==> src/rtl/bst_pkg.sv <==
package bst_pkg;

    typedef enum logic [1:0] {
        ST_IDLE     = 2'd0,
        ST_WAIT_RDY = 2'd1,
        ST_BURST    = 2'd2,
        ST_GAP      = 2'd3
    } bst_state_e;

endpackage

==> src/rtl/bst_in_fifo.sv <==
module bst_in_fifo #(
    parameter int DW    = 8,
    parameter int DEPTH = 4
) (
    input  logic          clk,
    input  logic          rst_n,
    input  logic          push_i,
    input  logic [DW-1:0] din_i,
    output logic          full_o,
    input  logic          pop_i,
    output logic [DW-1:0] dout_o,
    output logic          empty_o
);
    localparam int AW = (DEPTH > 1) ? $clog2(DEPTH) : 1;

    typedef struct packed {
        logic [DEPTH-1:0][DW-1:0] mem;
        logic [AW:0]              wr;
        logic [AW:0]              rd;
    } fifo_t;

    fifo_t q, d;

    always_comb begin
        d = q;
        if (push_i && !full_o) begin
            d.mem[q.wr[AW-1:0]] = din_i;
            d.wr = q.wr + 1'b1;
        end
        if (pop_i && !empty_o) begin
            d.rd = q.rd + 1'b1;
        end
    end

    always_ff @(posedge clk or negedge rst_n) begin
        if (!rst_n) begin
            q <= '0;
        end else begin
            q <= d;
        end
    end

    assign empty_o = (q.wr == q.rd);
    assign full_o  = (q.wr[AW] != q.rd[AW]) && (q.wr[AW-1:0] == q.rd[AW-1:0]);
    assign dout_o  = q.mem[q.rd[AW-1:0]];

endmodule

==> src/rtl/bst_spi_shift.sv <==
module bst_spi_shift #(
    parameter int DW  = 8,
    parameter int DIV = 2
) (
    input  logic          clk,
    input  logic          rst_n,
    input  logic          load_i,
    input  logic [DW-1:0] data_i,
    output logic          busy_o,
    output logic          done_o,
    output logic          sclk_o,
    output logic          mosi_o
);
    localparam int CW = (DIV > 1) ? $clog2(DIV) : 1;
    localparam int FW = $clog2(DW);

    typedef struct packed {
        logic          busy;
        logic          done;
        logic          sclk;
        logic [DW-1:0] sh;
        logic [FW-1:0] falls;
        logic [CW-1:0] div;
    } shf_t;

    shf_t q, d;

    always_comb begin
        d      = q;
        d.done = 1'b0;
        if (!q.busy) begin
            if (load_i) begin
                d.busy  = 1'b1;
                d.sh    = data_i;
                d.falls = '0;
                d.div   = '0;
                d.sclk  = 1'b0;
            end
        end else if (q.div == CW'(DIV - 1)) begin
            d.div  = '0;
            d.sclk = ~q.sclk;
            if (q.sclk) begin
                d.sh    = {q.sh[DW-2:0], 1'b0};
                d.falls = q.falls + 1'b1;
                if (q.falls == FW'(DW - 1)) begin
                    d.busy = 1'b0;
                    d.done = 1'b1;
                end
            end
        end else begin
            d.div = q.div + 1'b1;
        end
    end

    always_ff @(posedge clk or negedge rst_n) begin
        if (!rst_n) begin
            q <= '0;
        end else begin
            q <= d;
        end
    end

    assign busy_o = q.busy;
    assign done_o = q.done;
    assign sclk_o = q.sclk;
    assign mosi_o = q.sh[DW-1];

endmodule

==> src/rtl/bst_burst_ctrl.sv <==
module bst_burst_ctrl
    import bst_pkg::*;
#(
    parameter int LEN_W     = 16,
    parameter int BURST_MAX = 32
) (
    input  logic             clk,
    input  logic             rst_n,
    input  logic             start_i,
    input  logic [LEN_W-1:0] len_i,
    input  logic             dev_rdy_i,
    input  logic             push_i,
    input  logic             fifo_empty_i,
    input  logic             shift_busy_i,
    input  logic             shift_done_i,
    output logic             take_ok_o,
    output logic             pop_o,
    output logic             dsel_n_o,
    output logic             busy_o,
    output logic             done_o,
    output logic [LEN_W-1:0] sent_cnt_o
);
    localparam int BW = $clog2(BURST_MAX + 1);

    typedef struct packed {
        bst_state_e       st;
        logic [LEN_W-1:0] len;
        logic [LEN_W-1:0] taken;
        logic [LEN_W-1:0] issued;
        logic [LEN_W-1:0] sent;
        logic [BW-1:0]    burst_n;
        logic             dsel_n;
        logic             done;
    } ctrl_t;

    ctrl_t q, d;
    logic  burst_full;
    logic  all_issued;

    always_comb begin
        d          = q;
        d.done     = 1'b0;
        pop_o      = 1'b0;
        burst_full = (q.burst_n == BW'(BURST_MAX));
        all_issued = (q.issued == q.len);
        if (push_i) begin
            d.taken = q.taken + 1'b1;
        end
        if (shift_done_i) begin
            d.sent = q.sent + 1'b1;
        end
        case (q.st)
            ST_IDLE: begin
                if (start_i) begin
                    d.len    = len_i;
                    d.taken  = '0;
                    d.issued = '0;
                    d.sent   = '0;
                    if (len_i == '0) begin
                        d.done = 1'b1;
                    end else begin
                        d.st = ST_WAIT_RDY;
                    end
                end
            end
            ST_WAIT_RDY: begin
                if (dev_rdy_i) begin
                    d.st      = ST_BURST;
                    d.dsel_n  = 1'b0;
                    d.burst_n = '0;
                end
            end
            ST_BURST: begin
                if (!shift_busy_i && !fifo_empty_i && !burst_full && !all_issued) begin
                    pop_o     = 1'b1;
                    d.issued  = q.issued + 1'b1;
                    d.burst_n = q.burst_n + 1'b1;
                end else if (!shift_busy_i && (burst_full || all_issued)) begin
                    d.st     = ST_GAP;
                    d.dsel_n = 1'b1;
                end
            end
            ST_GAP: begin
                if (all_issued) begin
                    d.st   = ST_IDLE;
                    d.done = 1'b1;
                end else begin
                    d.st = ST_WAIT_RDY;
                end
            end
            default: d.st = ST_IDLE;
        endcase
    end

    always_ff @(posedge clk or negedge rst_n) begin
        if (!rst_n) begin
            q        <= '0;
            q.st     <= ST_IDLE;
            q.dsel_n <= 1'b1;
        end else begin
            q <= d;
        end
    end

    assign take_ok_o  = (q.st != ST_IDLE) && (q.taken != q.len);
    assign dsel_n_o   = q.dsel_n;
    assign busy_o     = (q.st != ST_IDLE);
    assign done_o     = q.done;
    assign sent_cnt_o = q.sent;

endmodule

==> src/rtl/bst_audio_streamer.sv <==
module bst_audio_streamer #(
    parameter int LEN_W      = 16,
    parameter int BURST_MAX  = 32,
    parameter int FIFO_DEPTH = 4,
    parameter int SCLK_DIV   = 2
) (
    input  logic             clk,
    input  logic             rst_n,
    input  logic             start_i,
    input  logic [LEN_W-1:0] len_i,
    input  logic             s_valid_i,
    input  logic [7:0]       s_data_i,
    output logic             s_ready_o,
    input  logic             dev_rdy_i,
    output logic             sclk_o,
    output logic             mosi_o,
    output logic             dsel_n_o,
    output logic             busy_o,
    output logic             done_o,
    output logic [LEN_W-1:0] sent_cnt_o
);
    localparam int DW = 8;

    logic          take_ok;
    logic          push;
    logic          pop;
    logic          fifo_full;
    logic          fifo_empty;
    logic [DW-1:0] fifo_dout;
    logic          sh_busy;
    logic          sh_done;

    assign s_ready_o = take_ok && !fifo_full;
    assign push      = s_valid_i && s_ready_o;

    bst_in_fifo #(
        .DW    (DW),
        .DEPTH (FIFO_DEPTH)
    ) fifo_i (
        .clk     (clk),
        .rst_n   (rst_n),
        .push_i  (push),
        .din_i   (s_data_i),
        .full_o  (fifo_full),
        .pop_i   (pop),
        .dout_o  (fifo_dout),
        .empty_o (fifo_empty)
    );

    bst_spi_shift #(
        .DW  (DW),
        .DIV (SCLK_DIV)
    ) shift_i (
        .clk    (clk),
        .rst_n  (rst_n),
        .load_i (pop),
        .data_i (fifo_dout),
        .busy_o (sh_busy),
        .done_o (sh_done),
        .sclk_o (sclk_o),
        .mosi_o (mosi_o)
    );

    bst_burst_ctrl #(
        .LEN_W     (LEN_W),
        .BURST_MAX (BURST_MAX)
    ) ctrl_i (
        .clk          (clk),
        .rst_n        (rst_n),
        .start_i      (start_i),
        .len_i        (len_i),
        .dev_rdy_i    (dev_rdy_i),
        .push_i       (push),
        .fifo_empty_i (fifo_empty),
        .shift_busy_i (sh_busy),
        .shift_done_i (sh_done),
        .take_ok_o    (take_ok),
        .pop_o        (pop),
        .dsel_n_o     (dsel_n_o),
        .busy_o       (busy_o),
        .done_o       (done_o),
        .sent_cnt_o   (sent_cnt_o)
    );

endmodule

==> config.mk <==
export PLATFORM = sky130hd
export DESIGN_NAME = bst_audio_streamer
export DESIGN_NICKNAME = d
export VERILOG_FILES = /design/src/rtl/bst_pkg.sv /design/src/rtl/bst_in_fifo.sv /design/src/rtl/bst_spi_shift.sv /design/src/rtl/bst_burst_ctrl.sv /design/src/rtl/bst_audio_streamer.sv
export SDC_FILE = /design/constraint.sdc
export NUM_CORES = 1
export LEC_CHECK = 0
export ABC_AREA = 1
export BUFFER_PORTS_ARGS = -buffer_cell sky130_fd_sc_hd__buf_2
export CORE_MARGIN = 2
export CORE_UTILIZATION = 30
export CTS_CLUSTER_SIZE = 20
export DETAILED_ROUTE_END_ITERATION = 10
export PLACE_DENSITY = 0.58
export SLEW_MARGIN = 20
export SYNTH_ARGS = -nofsm -noshare
export SYNTH_HDL_FRONTEND = slang
export SYNTH_SLANG_ARGS = --single-unit
==> constraint.sdc <==
create_clock -name clk -period 1.6 [get_ports clk]
set_clock_uncertainty 0.1 [all_clocks]
set_input_delay 0.24 -clock clk [delete_from_list [all_inputs] [get_ports clk]]
set_output_delay 0.24 -clock clk [all_outputs]
set_load 0.01 [all_outputs]
### After elaboration in Yosys (flattened, before gate mapping)

Index checks and enable logic that the tools add are counted.

| word-level totals | value |
|---|---|
| register bits | 127 |
| output and inout bits | 22 |
| word-level logic and storage cells | 119 |

| cells by class | value |
|---|---|
| add/subtract/negate cells | 8 |
| $lt $le $gt $ge | 3 |
| equal/unequal tests | 18 |
| multiplexer cells | 39 |
| bitwise operators | 1 |
| reduce and logical (&&, ||, !) cells | 30 |

Operators by type and width:

| operator | count |
|---|---|
| 2-to-1 mux 16 bit | 5 |
| 2-to-1 mux 66 bit | 1 |
| adder 16 x 1 -> 16 bit (second input constant) | 3 |
| bitwise mux 32 bit | 1 |
| case mux 16 bit (2 select lines) | 1 |
| 2-to-1 mux 13 bit | 2 |
| binary-select mux 8 bit (select 2 bit) | 1 |
| demux 8 bit (select 2 bit) | 1 |
| == test 16 bit | 1 |
| zero test 16 bit | 1 |
| 2-to-1 mux 8 bit | 2 |
| != test 16 bit | 1 |
| 2-to-1 mux 14 bit | 1 |
| case mux 7 bit (2 select lines) | 1 |
| 2-to-1 mux 1 bit | 12 |
| 2-to-1 mux 2 bit | 6 |
| != test 2 bit (second input constant) | 6 |
| logical AND 1 bit | 11 |
| 2-to-1 mux 11 bit | 1 |
| adder 3 x 1 -> 3 bit (second input constant) | 3 |
| AND reduction 3 bit | 3 |
| case mux 2 bit (4 select lines) | 1 |
| nonzero test 2 bit | 4 |
| 2-to-1 mux 7 bit | 1 |
| 21 further kinds | 29 |

### Depth between registers and ports, before layout

Gate-level depths: netlist of run 1.

| logic depth | value |
|---|---|
| depth in word-level cells | 9 |
| depth in mapped cells | 14 |
| depth with buffers taken out | 13 |

### Modules after synthesis

From an unflattened synthesis of run 1, not the netlist that was laid out.

| second synthesis, totals | value |
|---|---|
| cells, all modules | 979 |
| area, all modules | 7308.3 um2 |

Modules (own cells, without submodules):

| module | times used | cells each | area each (um2) | sequential area each (um2) |
|---|---|---|---|---|
| bst_burst_ctrl | 1 | 643 | 4568.1 | 1853.0 |
| bst_in_fifo | 1 | 237 | 1948.1 | 950.9 |
| bst_spi_shift | 1 | 94 | 768.2 | 375.4 |
| bst_audio_streamer | 1 | 5 | 23.8 | 0.0 |

### Worst setup path after synthesis of run 1

Ideal clock, no wire load.

| path | value |
|---|---|
| path kind | reg2reg |
| from | reg ctrl_i.q[72] in the netlist's numbering |
| to | reg ctrl_i.q[34] in the netlist's numbering |
| data arrival time | 1.630 ns |
| setup slack | -0.256 ns |
| cell stages (with the launch flop) | 11 |
| period minus slack after synthesis | 1.856 ns |
| cells stage by stage | dfrtp_1 inv_1 ha_1 inv_1 clkbuf_1 nor2_1 a21oi_1 nand2_2 buf_6 nand2_1 o21ai_0 |

| on the way | value |
|---|---|
| cells in the longest elaborated chain, start to end | 3 |
| elaborated cells between the ends (all ways) | 7 |
| classes of those cells | eq/ne: 3; mux: 1; reduce/logical: 3 |

Ends and longest elaborated chain:

| item | line | RTL |
|---|---|---|
| start, declared | bst_burst_ctrl.sv:36 | `ctrl_t q, d;` |
| == test 2 bit or zero test 2 bit (tied branches) | bst_burst_ctrl.sv:52 | `case (q.st)` |
| != test 2 x 1 -> 1 bit (no line) (tied with other cells) | - |  |
| AND reduction 3 bit (no line) | - |  |

Parallel ways exist; a longest one is shown, timed or not.
A chain may end at the register's enable or synchronous reset.

### Worst setup path after layout of run 1

| path | value |
|---|---|
| from | reg ctrl_i.q[66] in the netlist's numbering |
| to | reg shift_i.q[8] in the netlist's numbering |

| on the way | value |
|---|---|
| cells in the longest elaborated chain, start to end | 7 |

Ends and longest elaborated chain:

| item | line | RTL |
|---|---|---|
| == test 16 bit | bst_burst_ctrl.sv:45 | `all_issued = (q.issued == q.len);` |
| zero test 1 bit | bst_burst_ctrl.sv:74 | `if (!shift_busy_i && !fifo_empty_i && !burst_full && !all_issued) begin` |
| logical AND 1 bit | bst_burst_ctrl.sv:74 |  |
| 2-to-1 mux 1 bit | bst_burst_ctrl.sv:74 |  |
| 2-to-1 mux 1 bit | bst_burst_ctrl.sv:52 |  |
| nonzero test 2 bit (no line) | - |  |
| AND reduction 3 bit (no line) | - |  |
| end signal, assigned | bst_spi_shift.sv:57 | `q <= '0;` |
| end signal, assigned | bst_spi_shift.sv:59 | `q <= d;` |
| end, declared | bst_spi_shift.sv:26 | `shf_t q, d;` |

Every way passes these cells.

==> results by group, run 1 <==
Run status
  – Status: finished, violations left
  – Failing checks: setup timing

Floorplan
  – Die W: ~160 microns
  – Number of top-level pins: approximately 50
  – Std cell rows: 57
  – Starting density of the core: 0.3075
  – Die ar.: about 26000 sq um
  – Core ar.: approximately 24000 sq um
  – Die height: around 160 microns

Clock tree
  – Clk sinks: 127
  – Skew-Pair Late Insertion Delay: between 0.4 and 0.5 ns
  – Num CTS Buffers: 17
  – CTS H-tree lvls: 4
  – Clock transition at path regs: 0.06 ns
  – Clock Tree Root: clkbuf_16
  – Maximum clock path buffer count: 2
  – CTS tree: built

Route
  – Top sig layer: met4
  – Drt pass-1 iters: 5
  – DR WL met2: around 11000 microns
  – Drt via density: 4.574
  – DRC Markers: 0
  – Wire per inst: roughly 13 microns
  – Met1 Wirelength: around 10000 microns
  – Final wirelength: approximately 21000 microns
  – DRT antenna net count: 0
  – Met3 WL: 647 microns
  – Starting DRC count in detailed routing: roughly 400
  – Vias after detailed routing: about 7.3k

Timing
  – Fin crit share: 1.261
  – Final hold vios: 0
  – Worst-margin pin slew: about 0.63 ns
  – Max-slew violation count: 0
  – TNS Setup: -28.52 ns
  – Setup Viol. Count Final: 97
  – Unrepaired setup endpoints after global routing: yes
  – Fin crit period: 2.017 ns
  – Worst setup margin: -0.4170 ns
  – FMAX: 495.8 MHz
  – Relative slew slack: 0.5779

Placed design
  – Detail Placement HPWL: about 14000 microns
  – Placed cells: 1491
  – IO Port Bufs: 50
  – Final GP Congestion: just under 0.9

Run
  – Number of max-cap violations: 0

Synth
  – Syn_nets: between 1k and 1.5k
  – Netlist cell types: 39
  – Yosys top cell area share: 0.4192
  – Top FF cell, synth: dfrtp_1
  – Cells after Synth: 1021
  – Sequential area share after synthesis: 0.4227
  – Ys async rst share: 1.000
  – Yosys top cell by area: dfrtp_1
  – List of most frequent post-synthesis cells: nand2_1 (320), dfrtp_1 (126), inv_1 (120)
  – Post-synth EDFFs: 0
  – Syn Area/Cell: between 7 and 8 sq um
  – Syn. warnings: 0
  – Synth area leaders: dfrtp_1 (42%), nand2_1 (16%), inv_1 (6.0%)
  – Mapped cell area: roughly 7500 sq um
  – Most common cell in the netlist: nand2_1
  – Number of synthesized register bits: about 130

Worst hold path
  – Hold path start: len_i[8]
  – Hold Path Class: input pin to flop
  – Hold Crit Depth: 3
  – Hold Path Sink: ctrl_i.q[64]

Cells and area
  – Net count, final: between 1k and 1.5k
  – Fill cells: approximately 2.4k
  – Synth-to-layout area growth: 44.69%
  – Non-filler cells, final: around 1.6k
  – Ant. Diodes: 0
  – Share of cells above drive strength 1: 0.3412

Setup path
  – Setup CP Type: flop to flop
  – Startpoint Class: flop
  – Reg2reg setup slack: -0.42 ns
  – WP data arrival: around 2.2 ns
  – FF-to-FF End: shift_i.q[8]
  – Worst-path fanout max: 5
  – Crit end category: flop
  – R2R depth: 14
  – RR Startpoint: ctrl_i.q[66]
  – CP required: 1.82 ns

GRT
  – First-pass GRT wire length: about 35000 microns
  – Total gr overflow: 0
  – Initial antenna violation count: 0
  – Largest net degree at the start of global routing: 38
  – GRT Overall Usage: 0.1678
  – Vias in the first global route: 7171

Power and ir drop
  – Leakage power: roughly 5.4 nW
  – Max VDD drop: ~0.95 mV
  – Cell Pwr Density: approximately 1700 nW/um^2
[report_power, final]
part           switching (mW)  internal (mW)
sequential              0.617           4.12
clock                    1.53           2.49
combinational            5.02           4.24
[placed cells by master, fill, tap and decap left out, types with 7 or more instances in the layout]
| cell type | netlist | final |
|---|---|---|
| a21oi_1 | 30 | 23 |
| a21oi_2 | 2 | 7 |
| buf_12 | 2 | 13 |
| buf_2 | 3 | 47 |
| buf_4 | 23 | 155 |
| buf_6 | 6 | 21 |
| clkbuf_16 | 0 | 18 |
| dfrtp_1 | 126 | 125 |
| dlygate4sd3_1 | 0 | 17 |
| ha_1 | 16 | 12 |
| inv_1 | 120 | 105 |
| inv_2 | 14 | 26 |
| nand2_1 | 320 | 277 |
| nand2_2 | 4 | 39 |
| nand2_4 | 2 | 8 |
| nand3_1 | 51 | 46 |
| nand4_1 | 14 | 14 |
| nor2_1 | 75 | 65 |
| nor2_2 | 2 | 8 |
| nor2_4 | 5 | 9 |
| nor3_1 | 12 | 11 |
| o21ai_0 | 81 | 44 |
| o21ai_1 | 34 | 48 |
| o21ai_2 | 0 | 23 |
| or2_2 | 10 | 10 |
| xnor2_1 | 8 | 8 |
| xor2_1 | 30 | 29 |
[sequential cells by signal (all words and copies together) (netlist names)]
register and flops:
shift_i.q 11, ctrl_i.dsel_n_o 1, ctrl_i.done_o 1, shift_i.busy_o 1
ctrl_i.sent_cnt_o 16, ctrl_i.q 56, shift_i.mosi_o 1, shift_i.done_o 1
shift_i.sclk_o 1, fifo_i.q 38
[worst max path at each step]
| stage | end | cells after the start | start |
|---|---|---|---|
| 6_report | shift_i.q[8] | 14 | ctrl_i.q[66] |
| 5_1_grt | shift_i.mosi_o | 15 | ctrl_i.q[66] |
| 4_1_cts | s_ready_o | 10 | ctrl_i.q[67] |
| 3_5_place_dp | ctrl_i.q[6] | 12 | ctrl_i.q[28] |
| 3_3_place_gp | ctrl_i.q[24] | 12 | ctrl_i.q[28] |
| 2_1_floorplan | fifo_i.q[28] | 11 | ctrl_i.q[43] |
[stage by stage]
stage               total power [mW]  worst slack [ns]    util  hold slack [ns]  cell area [sq um]
CTS                            17.45           -0.4876  0.4329          0.01212              10590
finish                         18.03           -0.4170  0.4449         0.009218              10880
global placement               11.20           -0.1968  0.3708          0.07604               9070
global route                   19.28           -0.5283  0.4449          0.01773              10880
floorplan                      8.971          -0.07358       -          -0.1556               7642
detailed placement             11.31           -0.2421  0.3708          0.07911               9070
[critical path, cell delays in order (launching register included)]
cell and delay, ns:
dfrtp_1 0.41, inv_2 0.06, buf_4 0.14, nand2_2 0.04, nand2_1 0.05, nor2_1 0.11, nand2_1 0.10, nor2_2 0.14
nand2_2 0.09, buf_6 0.14, nand3_4 0.10, buf_12 0.16, nand2_8 0.09, nand2_2 0.11, o21ai_2 0.05
[repair_timing]
item / CTS / global route
hold endpoints to repair: 115 / 0
pin swaps: 44 / 38
gates resized for setup: 85 / 78
hold buffers: 17 / 0
setup endpoints to repair: 98 / 124
cloned: 9 / 1
setup buffers: 40 / 10
[area by class of cell]
cell class / instances / area [sq um] / share of cell area
timing repair inverter: 1 / 7.507 / 0.0006897
inverter: 138 / 533.0 / 0.04897
tap: 324 / 405.4 / 0.03725
timing repair buffer: 258 / 2188 / 0.2011
clock inverter: 13 / 162.7 / 0.01494
clock buffer: 19 / 442.9 / 0.04069
sequential: 127 / 3181 / 0.2922
multi-input combinational: 713 / 3964 / 0.3642
[routing by layer]
layer / GRT usage / up-vias
li1: - / 3668
met1: 0.2165 / 3476
met5: 0 / -
met3: 0.02623 / 21
met2: 0.2928 / 122
met4: 0.04505 / 0
[cells by family after synthesis]
kind of cell,Yosys count,synth area share
xor gates and xnor gates,40,0.04857
DFF,127,0.4227
buffers and inverters,185,0.1148
and+or+nand+nor,503,0.2853
AOI/OAI and AO/OA,150,0.1021
adders and majority gates,16,0.02661
(Power assumes the default switching activity.)
==> run 2: changes to the inputs <==
--- a/config.mk
+++ b/config.mk
@@ -7,7 +7,6 @@
 export LEC_CHECK = 0
 export ABC_AREA = 1
 export BUFFER_PORTS_ARGS = -buffer_cell sky130_fd_sc_hd__buf_2
-export CORE_MARGIN = 2
 export CORE_UTILIZATION = 30
 export CTS_CLUSTER_SIZE = 20
 export DETAILED_ROUTE_END_ITERATION = 10
==> run 2 against run 1 <==
  * The run ends with hold timing, setup timing left
  * Worst setup slack worse by 0.030 ns
  * Utilization up 1.0 points
  * Global-route usage grew 0.85 points
  * Design area rose by 2.3%
  * Clock power grew 10%
  * Flip-flop and latch count did not move
  * Final cell count rose by 0.13%
  * Register-to-register slack improved by 0.04 ns
  * Combinational power grew 2%
  * Die area down 2.4%
  * Largest cell class unchanged
  * Largest power group unchanged
==> results by group, run 2 (synthesis results as in run 1) <==
Clock tree
  – Maximum clock path buffer count: 2 (unchanged)
  – Num CTS Buffers: 17 (unchanged)
  – CTS tree: built
  – Clk sinks: 127 (unchanged)
  – Skew-Pair Late Insertion Delay: 0.42 ns (about the same)
  – Clock transition at path regs: 0.06 ns (about the same)
  – CTS H-tree lvls: 4 (unchanged)
  – Clock Tree Root: clkbuf_16

Timing
  – FMAX: 488.6 MHz (-1.4%)
  – Setup Viol. Count Final: 97 (unchanged)
  – Worst hold margin: -0.005419 ns (-0.01464 ns)
  – TNS Setup: -26.66 ns (+1.855 ns)
  – Max-slew violation count: 0 (unchanged)
  – Worst setup margin: -0.4467 ns (-0.02965 ns)
  – Fin crit share: 1.279 (+0.01853)
  – Relative slew slack: 0.6972 (+0.1194)
  – Worst-margin pin slew: 0.4531 ns (-0.1786 ns)
  – Unrepaired setup endpoints after global routing: yes
  – Fin crit period: 2.047 ns (+0.02965 ns)
  – Final hold vios: 1 (+1)

Route
  – Final wirelength: 21780 microns (+1.5%)
  – Wire per inst: 13.66 microns (+1.4%)
  – DRC Markers: 0 (unchanged)
  – Starting DRC count in detailed routing: 351 (-9.8%)
  – Vias after detailed routing: 7266 (-0.29%)
  – DRT antenna net count: 0 (unchanged)
  – Drt via density: 4.555 (-0.41%)
  – Drt pass-1 iters: 4 (-1)

Setup path
  – CP most frequent cell: nand2_1
  – Max incr delay on CP: 0.43 ns (+0.02 ns)
  – CP required: 1.26 ns (-0.56 ns)
  – CP top delay family: flip-flops
  – Cell depth of the worst setup path: 9 (-5)
  – R2R depth: 13 (-1)
  – Worst-path fanout max: 3 (-2)
  – Crit end category: primary output
  – WP data arrival: 1.71 ns (-0.52 ns)
  – Buf/Inv on CP: 3 (-1)
  – CP max stage cell: dfrtp_1
  – Startpoint Class: flop
  – Setup CP Type: flop to primary output
  – Cell Chain, Critical Path: inv_2 -> nand2_1 -> nand2_1 -> nor2_1 -> nand2_1 -> nor2_4 -> buf_6 -> a21oi_4 -> buf_6

Cells and area
  – Largest Register: ctrl_i.q
  – Commonest non-fill, non-tap cell in the layout: nand2_1
  – Fin util: 0.4551 (+0.01018)
  – Share of cells above drive strength 1: 0.3651 (+0.02385)
  – Fill cells: 2364 (-1.0%)
  – Synth-to-layout area growth: 48.00%
  – Ant. Diodes: 0 (unchanged)
  – Most frequent cells in the layout: nand2_1 (258), buf_4 (153), dfrtp_1 (125)
  – Max reg flops: 56 (unchanged)
  – Net count, final: 1303 (+0.15%)

Worst hold path
  – Hold Crit Depth: 3 (unchanged)
  – Hold Path Class: input pin to flop

GRT
  – Busiest grt layer: met2
  – Grt met3 use: 0.03228 (+0.006054)
  – Total gr overflow: 0 (unchanged)
  – GRT Overall Usage: 0.1763 (+0.008550)
  – Largest net degree at the start of global routing: 50 (+32%)
  – Vias in the first global route: 7285 (+1.6%)
  – First-pass GRT wire length: 35780 microns (+1.7%)
  – Initial antenna violation count: 0 (unchanged)
  – Met2 GRT Util: 0.3049 (+0.01210)
  – GR Util met1: 0.2192 (+0.002670)

Run
  – Number of max-cap violations: 0 (unchanged)

Floorplan
  – Core ar.: 24460 sq um (unchanged)
  – Die W: 160.3 microns (-1.2%)
  – Number of top-level pins: 51 (unchanged)
  – Die height: 160.3 microns (-1.2%)
  – Std cell rows: 57 (unchanged)
  – Die ar.: 25710 sq um (-2.4%)
  – Starting density of the core: 0.3075 (unchanged)

Power and ir drop
  – Combinational fraction of design power: 0.507 (-0.007)
  – Leakage power: 5.528 nW (+3.1%)
  – Net Sw Frac: 0.3966 (-0.001223)
  – Max VDD drop: 0.8837 mV (-6.6%)
  – Part of the power in registers: 0.255 (-0.008)
  – Sw Pwr: 7.396 mW (+3.1%)
  – Clock power frac: 0.238 (+0.015)
  – Total power: 18.65 mW (+3.4%)
  – Cell Pwr Density: 1675 nW/um^2 (+1.1%)
  – Cell Int Power: 11.25 mW (+3.7%)

Run status
  – Failing checks: hold timing, setup timing
  – Status: finished, violations left

Placed design
  – Detail Placement HPWL: 14460 microns (+0.18%)
  – IO Port Bufs: 50 (unchanged)
  – Final GP Congestion: 0.8469 (-4.7%)
  – Setup WS pre-CTS: -0.2929 ns (-0.05076 ns)
[run 2: cell types whose count changed in the layout (fill, tap and decap cells not counted), sizes merged]
cell,change
clkbuf,-1
clkinv,-2
inv,+4
bufinv,+2
clkinvlp,-3
dlygate4sd3,-1
buf,+3
[run 2: tightest hold or removal path, delay by kind of cell]
kind / cells / cell delay (ns)
compound gates: 1 / 0.07
buf+inv: 2 / 0.17
[run 2: worst paths after layout]
check	startpoint	slack, ns	endpoint
worst max-delay path	ctrl_i.q[51]	-0.45	s_ready_o
worst min-delay path	len_i[0]	-0.005	ctrl_i.q[56]
worst max register to register	ctrl_i.q[51]	-0.38	fifo_i.q[23]
worst min register to register	ctrl_i.dsel_n_o	0.36	ctrl_i.dsel_n_o
max in group asynchronous	rst_n	0.68	ctrl_i.dsel_n_o
min in group asynchronous	rst_n	0.10	fifo_i.q[36]
[run 2: final cells by class]
type	count	area, sq um	share of cell area
Clock inverter	14	225.2	0.02023
Clock buffer	18	439.2	0.03945
Tap cell	324	405.4	0.03641
Timing Repair Buffer	260	2222	0.1996
Timing Repair inverter	1	7.507	0.0006743
Inverter	138	535.5	0.04810
Sequential cell	127	3181	0.2857
Multi-Input combinational cell	713	4118	0.3699
[run 2: power by group through the flow]
stage / registers (mW) / logic, mW / clock network [mW]
5_1_grt: 4.88 / 10.4 / 4.67
6_report: 4.76 / 9.45 / 4.45
4_1_cts: 4.74 / 9.10 / 4.56
2_1_floorplan: 4.61 / 4.36 / 0
3_5_place_dp: 4.77 / 6.60 / 0
3_3_place_gp: 4.75 / 6.52 / 0
[run 2: per-layer routing]
metal	wire length, microns	up-vias
met4	402	0
met1	9496	3438
met2	11040	122
li1	-	3674
met3	842	32
met5	0	-
[run 2: stage by stage]
| step | cell area (sq um) | std cells |
|---|---|---|
| floorplan | 7642 | 1021 |
| global placement | 9100 | 1495 |
| detailed placement | 9100 | 1495 |
| CTS | 10790 | 1588 |
| global route | 11130 | 1595 |
| finish | 11130 | 1595 |
[run 2: repair_timing]
action	in CTS	in global routing
hold buffers	16	0
endpoints found under the setup margin	106	125
cloned	11	0
hold endpoints to repair	163	0
resized for setup	111	112
buffers inserted	35	16
pin swaps	57	56
